$ cat src/rtl/pwm_dt_pkg.sv
package pwm_dt_pkg;

    localparam int ADDR_W = 3;

    typedef enum logic [ADDR_W-1:0] {
        A_CTRL   = 3'd0,
        A_DIV    = 3'd1,
        A_PERIOD = 3'd2,
        A_REP    = 3'd3,
        A_CMP    = 3'd4,
        A_DT     = 3'd5,
        A_COUNT  = 3'd6
    } reg_addr_e;

    // bit0 run ... bit5 idle level of complementary output
    typedef struct packed {
        logic idle_comp;
        logic idle_main;
        logic out_en;
        logic one_pulse;
        logic pwm_mode;
        logic run;
    } ctrl_t;

    localparam int CTRL_W = $bits(ctrl_t);

    function automatic logic gated_out(logic active, logic raw, logic idle);
        return active ? raw : idle;
    endfunction

endpackage

$ cat src/rtl/tmr_regs.sv
module tmr_regs
    import pwm_dt_pkg::*;
#(
    parameter int DATA_W = 16,
    parameter int CNT_W  = 16,
    parameter int PSC_W  = 16,
    parameter int REP_W  = 8,
    parameter int DT_W   = 8
) (
    input  logic                clk,
    input  logic                rst,
    input  logic                wr_en,
    input  logic [ADDR_W-1:0]   wr_addr,
    input  logic [DATA_W-1:0]   wr_data,
    input  logic [ADDR_W-1:0]   rd_addr,
    input  logic                brk,
    input  logic                upd_fire,
    input  logic [CNT_W-1:0]    count,
    output ctrl_t               ctrl,
    output logic [PSC_W-1:0]    div_pre,
    output logic [CNT_W-1:0]    period,
    output logic [REP_W-1:0]    rep_pre,
    output logic [CNT_W-1:0]    cmp,
    output logic [DT_W-1:0]     dt,
    output logic [DATA_W-1:0]   rd_data
);

    always_ff @(posedge clk) begin
        if (rst) begin
            ctrl    <= '0;
            div_pre <= '0;
            period  <= '0;
            rep_pre <= '0;
            cmp     <= '0;
            dt      <= '0;
        end else begin
            if (wr_en) begin
                case (wr_addr)
                    A_CTRL:   ctrl    <= ctrl_t'(wr_data[CTRL_W-1:0]);
                    A_DIV:    div_pre <= wr_data[PSC_W-1:0];
                    A_PERIOD: period  <= wr_data[CNT_W-1:0];
                    A_REP:    rep_pre <= wr_data[REP_W-1:0];
                    A_CMP:    cmp     <= wr_data[CNT_W-1:0];
                    A_DT:     dt      <= wr_data[DT_W-1:0];
                    default:  ;
                endcase
            end
            // hardware overrides win over a same-cycle write
            if (brk)
                ctrl.out_en <= 1'b0;
            if (upd_fire && ctrl.one_pulse)
                ctrl.run <= 1'b0;
        end
    end

    always_comb begin
        case (rd_addr)
            A_CTRL:   rd_data = DATA_W'(ctrl);
            A_DIV:    rd_data = DATA_W'(div_pre);
            A_PERIOD: rd_data = DATA_W'(period);
            A_REP:    rd_data = DATA_W'(rep_pre);
            A_CMP:    rd_data = DATA_W'(cmp);
            A_DT:     rd_data = DATA_W'(dt);
            A_COUNT:  rd_data = DATA_W'(count);
            default:  rd_data = '0;
        endcase
    end

    // one-pulse stop at the update event
    a_r10_one_pulse_stop: assert property (@(posedge clk) disable iff (rst)
        (upd_fire && ctrl.one_pulse) |=> !ctrl.run);

    // brake drops the output enable
    a_r8_brake_clears_en: assert property (@(posedge clk) disable iff (rst)
        brk |=> !ctrl.out_en);

endmodule

$ cat src/rtl/tmr_timebase.sv
module tmr_timebase #(
    parameter int CNT_W = 16,
    parameter int PSC_W = 16,
    parameter int REP_W = 8
) (
    input  logic             clk,
    input  logic             rst,
    input  logic             run,
    input  logic [PSC_W-1:0] div_pre,
    input  logic [CNT_W-1:0] period,
    input  logic [REP_W-1:0] rep_pre,
    output logic             tick,
    output logic             upd_fire,
    output logic [CNT_W-1:0] count,
    output logic             update_evt
);

    logic [PSC_W-1:0] div_q;
    logic [PSC_W-1:0] div_act_q;
    logic [CNT_W-1:0] cnt_q;
    logic [REP_W-1:0] rep_q;
    logic             upd_q;
    logic             wrap;

    assign tick     = run && (div_q == div_act_q);
    assign wrap     = tick && (cnt_q >= period);
    assign upd_fire = wrap && (rep_q == '0);

    always_ff @(posedge clk) begin
        if (rst) begin
            div_q     <= '0;
            div_act_q <= '0;
            cnt_q     <= '0;
            rep_q     <= '0;
            upd_q     <= 1'b0;
        end else begin
            upd_q <= upd_fire;
            if (!run) begin
                div_q     <= '0;
                cnt_q     <= '0;
                rep_q     <= rep_pre;
                div_act_q <= div_pre;
            end else if (tick) begin
                div_q <= '0;
                if (wrap) begin
                    cnt_q <= '0;
                    if (rep_q == '0) begin
                        rep_q     <= rep_pre;
                        div_act_q <= div_pre;
                    end else begin
                        rep_q <= rep_q - REP_W'(1);
                    end
                end else begin
                    cnt_q <= cnt_q + CNT_W'(1);
                end
            end else begin
                div_q <= div_q + PSC_W'(1);
            end
        end
    end

    assign count      = cnt_q;
    assign update_evt = upd_q;

    // the event pulse coincides with the count restarting at zero
    a_r4_evt_at_zero: assert property (@(posedge clk) disable iff (rst)
        update_evt |-> (count == '0));

    // without a divided tick the count holds
    a_r2_hold_between_ticks: assert property (@(posedge clk) disable iff (rst)
        (run && !tick) |=> $stable(count));

endmodule

$ cat src/rtl/tmr_channel.sv
module tmr_channel
    import pwm_dt_pkg::*;
#(
    parameter int CNT_W = 16,
    parameter int DT_W  = 8
) (
    input  logic             clk,
    input  logic             rst,
    input  logic             run,
    input  logic             pwm_mode,
    input  logic             tick,
    input  logic [CNT_W-1:0] count,
    input  logic [CNT_W-1:0] cmp,
    input  logic [DT_W-1:0]  dt,
    input  logic             out_en,
    input  logic             brk,
    input  logic             idle_main,
    input  logic             idle_comp,
    output logic             out_main,
    output logic             out_comp
);

    logic            tog_q;
    logic            ref_w;
    logic            ref_q;
    logic [DT_W-1:0] gap_q;
    logic            raw_main;
    logic            raw_comp;
    logic            active;

    assign ref_w = run && (pwm_mode ? (count < cmp) : tog_q);

    always_ff @(posedge clk) begin
        if (rst) begin
            tog_q <= 1'b0;
            ref_q <= 1'b0;
            gap_q <= '0;
        end else begin
            if (!run)
                tog_q <= 1'b0;
            else if (tick && (count == cmp))
                tog_q <= ~tog_q;

            if (ref_w != ref_q) begin
                ref_q <= ref_w;
                gap_q <= dt;
            end else if ((gap_q != '0) && (tick || !run)) begin
                gap_q <= gap_q - DT_W'(1);
            end
        end
    end

    assign raw_main = ref_q && (gap_q == '0);
    assign raw_comp = !ref_q && (gap_q == '0);
    assign active   = out_en && !brk;
    assign out_main = gated_out(active, raw_main, idle_main);
    assign out_comp = gated_out(active, raw_comp, idle_comp);

    // brake forces idle levels in the same cycle
    a_r8_brake_idle: assert property (@(posedge clk) disable iff (rst)
        brk |-> (out_main == idle_main && out_comp == idle_comp));

    // driven outputs never overlap
    a_r7_no_overlap: assert property (@(posedge clk) disable iff (rst)
        active |-> !(out_main && out_comp));

    // a reference change with a nonzero guard opens a gap
    a_r7_gap_opens: assert property (@(posedge clk) disable iff (rst)
        ((ref_w != ref_q) && (dt != '0)) |=> !(raw_main || raw_comp));

    // disabled outputs sit at idle levels
    a_r9_disabled_idle: assert property (@(posedge clk) disable iff (rst)
        !out_en |-> (out_main == idle_main && out_comp == idle_comp));

endmodule

$ cat src/rtl/pwm_dt_timer.sv
module pwm_dt_timer
    import pwm_dt_pkg::*;
#(
    parameter int DATA_W = 16,
    parameter int CNT_W  = 16,
    parameter int PSC_W  = 16,
    parameter int REP_W  = 8,
    parameter int DT_W   = 8
) (
    input  logic              clk,
    input  logic              rst,
    input  logic              wr_en,
    input  logic [2:0]        wr_addr,
    input  logic [DATA_W-1:0] wr_data,
    input  logic [2:0]        rd_addr,
    output logic [DATA_W-1:0] rd_data,
    input  logic              brake_in,
    input  logic              clk_fail,
    output logic              out_main,
    output logic              out_comp,
    output logic              update_evt
);

    ctrl_t            ctrl;
    logic [PSC_W-1:0] div_pre;
    logic [CNT_W-1:0] period;
    logic [REP_W-1:0] rep_pre;
    logic [CNT_W-1:0] cmp;
    logic [DT_W-1:0]  dt;
    logic [CNT_W-1:0] count;
    logic             tick;
    logic             upd_fire;
    logic             brk;

    assign brk = brake_in | clk_fail;

    tmr_regs #(
        .DATA_W(DATA_W), .CNT_W(CNT_W), .PSC_W(PSC_W),
        .REP_W(REP_W), .DT_W(DT_W)
    ) u_regs (
        .clk(clk), .rst(rst),
        .wr_en(wr_en), .wr_addr(wr_addr), .wr_data(wr_data),
        .rd_addr(rd_addr), .brk(brk), .upd_fire(upd_fire), .count(count),
        .ctrl(ctrl), .div_pre(div_pre), .period(period), .rep_pre(rep_pre),
        .cmp(cmp), .dt(dt), .rd_data(rd_data)
    );

    tmr_timebase #(
        .CNT_W(CNT_W), .PSC_W(PSC_W), .REP_W(REP_W)
    ) u_timebase (
        .clk(clk), .rst(rst), .run(ctrl.run),
        .div_pre(div_pre), .period(period), .rep_pre(rep_pre),
        .tick(tick), .upd_fire(upd_fire), .count(count),
        .update_evt(update_evt)
    );

    tmr_channel #(
        .CNT_W(CNT_W), .DT_W(DT_W)
    ) u_channel (
        .clk(clk), .rst(rst), .run(ctrl.run), .pwm_mode(ctrl.pwm_mode),
        .tick(tick), .count(count), .cmp(cmp), .dt(dt),
        .out_en(ctrl.out_en), .brk(brk),
        .idle_main(ctrl.idle_main), .idle_comp(ctrl.idle_comp),
        .out_main(out_main), .out_comp(out_comp)
    );

endmodule

$ cat config.mk
export PLATFORM = sky130hd
export DESIGN_NAME = pwm_dt_timer
export DESIGN_NICKNAME = d
export VERILOG_FILES = /design/src/rtl/pwm_dt_pkg.sv /design/src/rtl/tmr_regs.sv /design/src/rtl/tmr_timebase.sv /design/src/rtl/tmr_channel.sv /design/src/rtl/pwm_dt_timer.sv
export SDC_FILE = /design/constraint.sdc
export NUM_CORES = 1
export LEC_CHECK = 0
export ABC_AREA = 1
export BUFFER_PORTS_ARGS = -buffer_cell sky130_fd_sc_hd__buf_2
export CORE_AREA = 2 2 117 119
export CTS_CLUSTER_DIAMETER = 40
export DETAILED_ROUTE_END_ITERATION = 7
export DIE_AREA = 0 0 119 121
export PLACE_DENSITY = 0.81
export REMOVE_ABC_BUFFERS = 1
export SLEW_MARGIN = 20
export SYNTH_ARGS = -nofsm -noshare
export SYNTH_HDL_FRONTEND = slang
export SYNTH_SLANG_ARGS = --single-unit
$ cat constraint.sdc
create_clock -name clk -period 2.81 [get_ports clk]
set_input_delay 0.4215 -clock clk [delete_from_list [all_inputs] [get_ports clk]]
set_output_delay 0.4215 -clock clk [all_outputs]
set_load 0.005 [all_outputs]
==> impl_metrics.ini <==
[detailed_routing]
wl_met3_um = 1190
antenna_left = 0
wl_per_cell_um = 14.7
via_per_inst = 5.51
drtIter0Drc = 819
vias = 7289
routed.top_layer = met4
first_pass_iters = 8
routed_wl_um = 19400
wl_met1_um = 8610
drc = 0
route.met2.wl_um = 8980

[sta]
skew_ps = 10.2
setup_violations = 0
fin_ws_ps = 352
setup_tns_ps = 0
worst_pin_slew_ps = 903
fmax_mhz = 407
post-route-period-util_pct = 87.5
slew_headroom_pct = 39.7
slew_viol_final = 0
finalCriticalPeriod_ps = 2460
finalHoldViolations = 0
rsz0062_at_grt = false

[clock_network]
cts-root-buf = clkbuf_16
cts_hold_buf = 0
path_clk_slew_ps = 60
cts_max_level = 4
tritoncts = yes
cts_resized = 0
clk_latency_ps = 440
cts_setup_buffers = 0
numCtsBuffers = 17
clock_sinks = 137
clockBufferDepth = 2

[setup_path]
cp_num_buf_inv = 1
critPathKind = flop to flop
reg2reg_from = u_timebase.count[15]
regToRegSetupSlack_ps = 350
worstPathMaxFanout = 32
worst_path_most_repeated_cell = nand3_1
start_kind = flop
slowest_stage = dfxtp_1
cp-end-kind = flop
worstPathCellList = ha_1 > nand2_1 > inv_1 > nand3_1 > nor3_1 > nand3_1 > nand3_1 > nand2_4 > nand2_4 > nand3_4 > nor2_1 > nor2_1
r2r-end = u_timebase.div_act_q[12]
arrival_ps = 2790
r2r_cells = 12
max_stage_delay_ps = 380
crit_family = simple AND/OR/NAND/NOR gates
required_ps = 3140

[pwr]
leakage_nw = 3.56
power.density_nw_per_um2 = 657
ir_drop_mv = 0.605
p_total_w = 0.00553

[global_routing]
grt_pass1_wl_um = 32400
grt_usage_pct = 28.1
grt_max_degree = 94
antenna_found_initial = 0
grt-ovfl-total = 0
grt_pass1_vias = 6704

[place]
dp.cells = 1290
place_area_sq_um = 7780
preCtsSetupSlack_ps = 422
dp_hpwl_um = 13700
gp_congestion = 0.917
io_buffers = 45

[yosys]
synthDistinctLibCells = 35
synth_compound_area_share_pct = 17.0
ys_warn_count = 0
muxShareOfSynthArea_pct = 0
synth_fa_ha_area_share_pct = 6.27
synth_top_family_by_area = simple AND/OR/NAND/NOR gates
synth-simple-area-share_pct = 27.7
synth_xor_xnor_area_share_pct = 2.49
ys_seq_elements = 137
synthCells = 1091
syn_avg_cell_area_sq_um = 6.77
synth-seq-area-share_pct = 37.1
netlist_area_sq_um = 7390

[floorplan]
dieArea_sq_um = 14400
core.rowCount = 42
die-width_um = 119
ioPinCount = 46
initial_core_util_pct = 56.5
coreArea_sq_um = 13100
die_y_um = 121

[cells_and_area]
fin_nets = 1197
finish.instance_area_sq_um = 8420
diodes = 0
areaGrowthSynthToFinish_pct = 13.9
drive_gt1_share_pct = 9.86
stdcell_count = 1322

[worst_hold_path]
min_to = u_regs.div_pre[13]
hold_depth = 3
hold_class = input port to flop
min_from = wr_data[13]

[outcome]
outcome = finished, final reports clean

[run]
cap_violations = 0
-- report_power, final --
part	leakage, nW	switching (W)	internal (W)
Combinational	2.15	0.000646	0.000372
Sequential	1.11	0.0000602	0.00205
Clock	0.299	0.000866	0.00153
-- per-layer routing --
layer	track usage [%]	up-vias
li1	-	3653
met1	37.1	3303
met2	44.5	284
met3	4.93	49
met4	13.4	0
met5	0	-
-- stage by stage --
step,hold slack (ps),utilization [%]
2_1_floorplan,441,-
3_3_place_gp,452,59.5
3_5_place_dp,462,59.5
4_1_cts,237,64.3
5_1_grt,276,64.3
6_report,244,64.3
-- cell usage after synthesis, drive strengths merged --
cell type | instances | share of area [%]
a211oi | 1 | 0.10
a21o | 1 | 0.10
a21oi | 95 | 6.4
a221o | 8 | 1.1
a221oi | 1 | 0.12
a22oi | 2 | 0.20
buf | 7 | 0.64
clkbuf | 25 | 1.3
clkinv | 2 | 0.10
dfxtp | 137 | 37
ha | 37 | 6.3
inv | 146 | 7.5
nand2 | 206 | 11
nand3 | 49 | 3.7
nand4 | 9 | 0.76
nor2 | 191 | 9.8
nor3 | 23 | 1.6
nor3b | 3 | 0.30
nor4 | 5 | 0.42
o2111ai | 6 | 0.71
o211ai | 3 | 0.30
o21a | 2 | 0.20
o21ai | 89 | 6.0
o22ai | 19 | 1.6
o31ai | 1 | 0.10
or2 | 2 | 0.17
xnor2 | 2 | 0.24
xor2 | 19 | 2.3
-- tightest hold or removal path, stage by stage --
cell    delay [ps]
buf_2          100
nor2_1          40
nor2_1          80
-- how the worst max path moves through the flow --
stage / slack, ps / end / from / cells after the start
finish: 350 / u_timebase.div_act_q[12] / u_timebase.count[15] / 12
global route: 110 / u_timebase.div_act_q[1] / u_timebase.div_q[8] / 13
CTS: 380 / u_timebase.div_act_q[12] / u_timebase.div_q[0] / 13
detailed placement: 420 / u_timebase.div_act_q[12] / u_timebase.count[15] / 12
global placement: 470 / u_timebase.div_act_q[12] / u_timebase.count[15] / 12
floorplan: 680 / rd_data[2] / rd_addr[1] / 6
-- kinds of logic after synthesis --
logic type               count (synthesis)
adder cells (fa/ha/maj)                 37
AND/OR/NAND/NOR                        488
AO/OA/AOI/OAI                          228
flip-flops                             137
XOR/XNOR                                21
buffers and inverters                  180
-- placed cells by master (no fill, tap or decap), types with 2 or more instances in the layout --
cell type	n
a21oi_1	95
a221o_1	8
a22oi_1	2
buf_2	45
buf_4	9
bufinv_16	4
clkbuf_1	2
clkbuf_16	17
clkbuf_8	2
clkinv_1	2
clkinv_2	2
clkinv_4	2
clkinvlp_4	3
dfxtp_1	137
ha_1	37
inv_1	137
inv_2	8
nand2_1	194
nand2_2	10
nand2_4	2
nand3_1	47
nand3_4	2
nand4_1	9
nor2_1	189
nor2_2	2
nor3_1	22
nor3b_1	3
nor4_1	5
o2111ai_1	6
o211ai_1	3
o21a_1	2
o21ai_0	89
o22ai_1	19
or2_2	2
xnor2_1	2
xor2_1	19
-- state kept, by name, indices dropped and copies added, names as in the netlist --
signal / count
u_timebase.div_q: 16
u_regs.ctrl: 6
u_channel.ref_q: 1
u_timebase.count: 16
u_timebase.rep_q: 8
u_timebase.update_evt: 1
u_timebase.div_act_q: 16
u_regs.period: 16
u_channel.gap_q: 8
u_channel.tog_q: 1
u_regs.div_pre: 16
u_regs.cmp: 16
u_regs.dt: 8
u_regs.rep_pre: 8
-- layout make-up --
type | instances | area, sq um
Fill cell | 1126 | 4670
Multi-Input combinational cell | 774 | 3950
Sequential cell | 137 | 2740
Inverter | 148 | 558
Clock buffer | 21 | 460
Timing Repair Buffer | 55 | 313
Tap cell | 176 | 220
Clock inverter | 11 | 170
No activity file was read; power rests on OpenSTA's default activity.
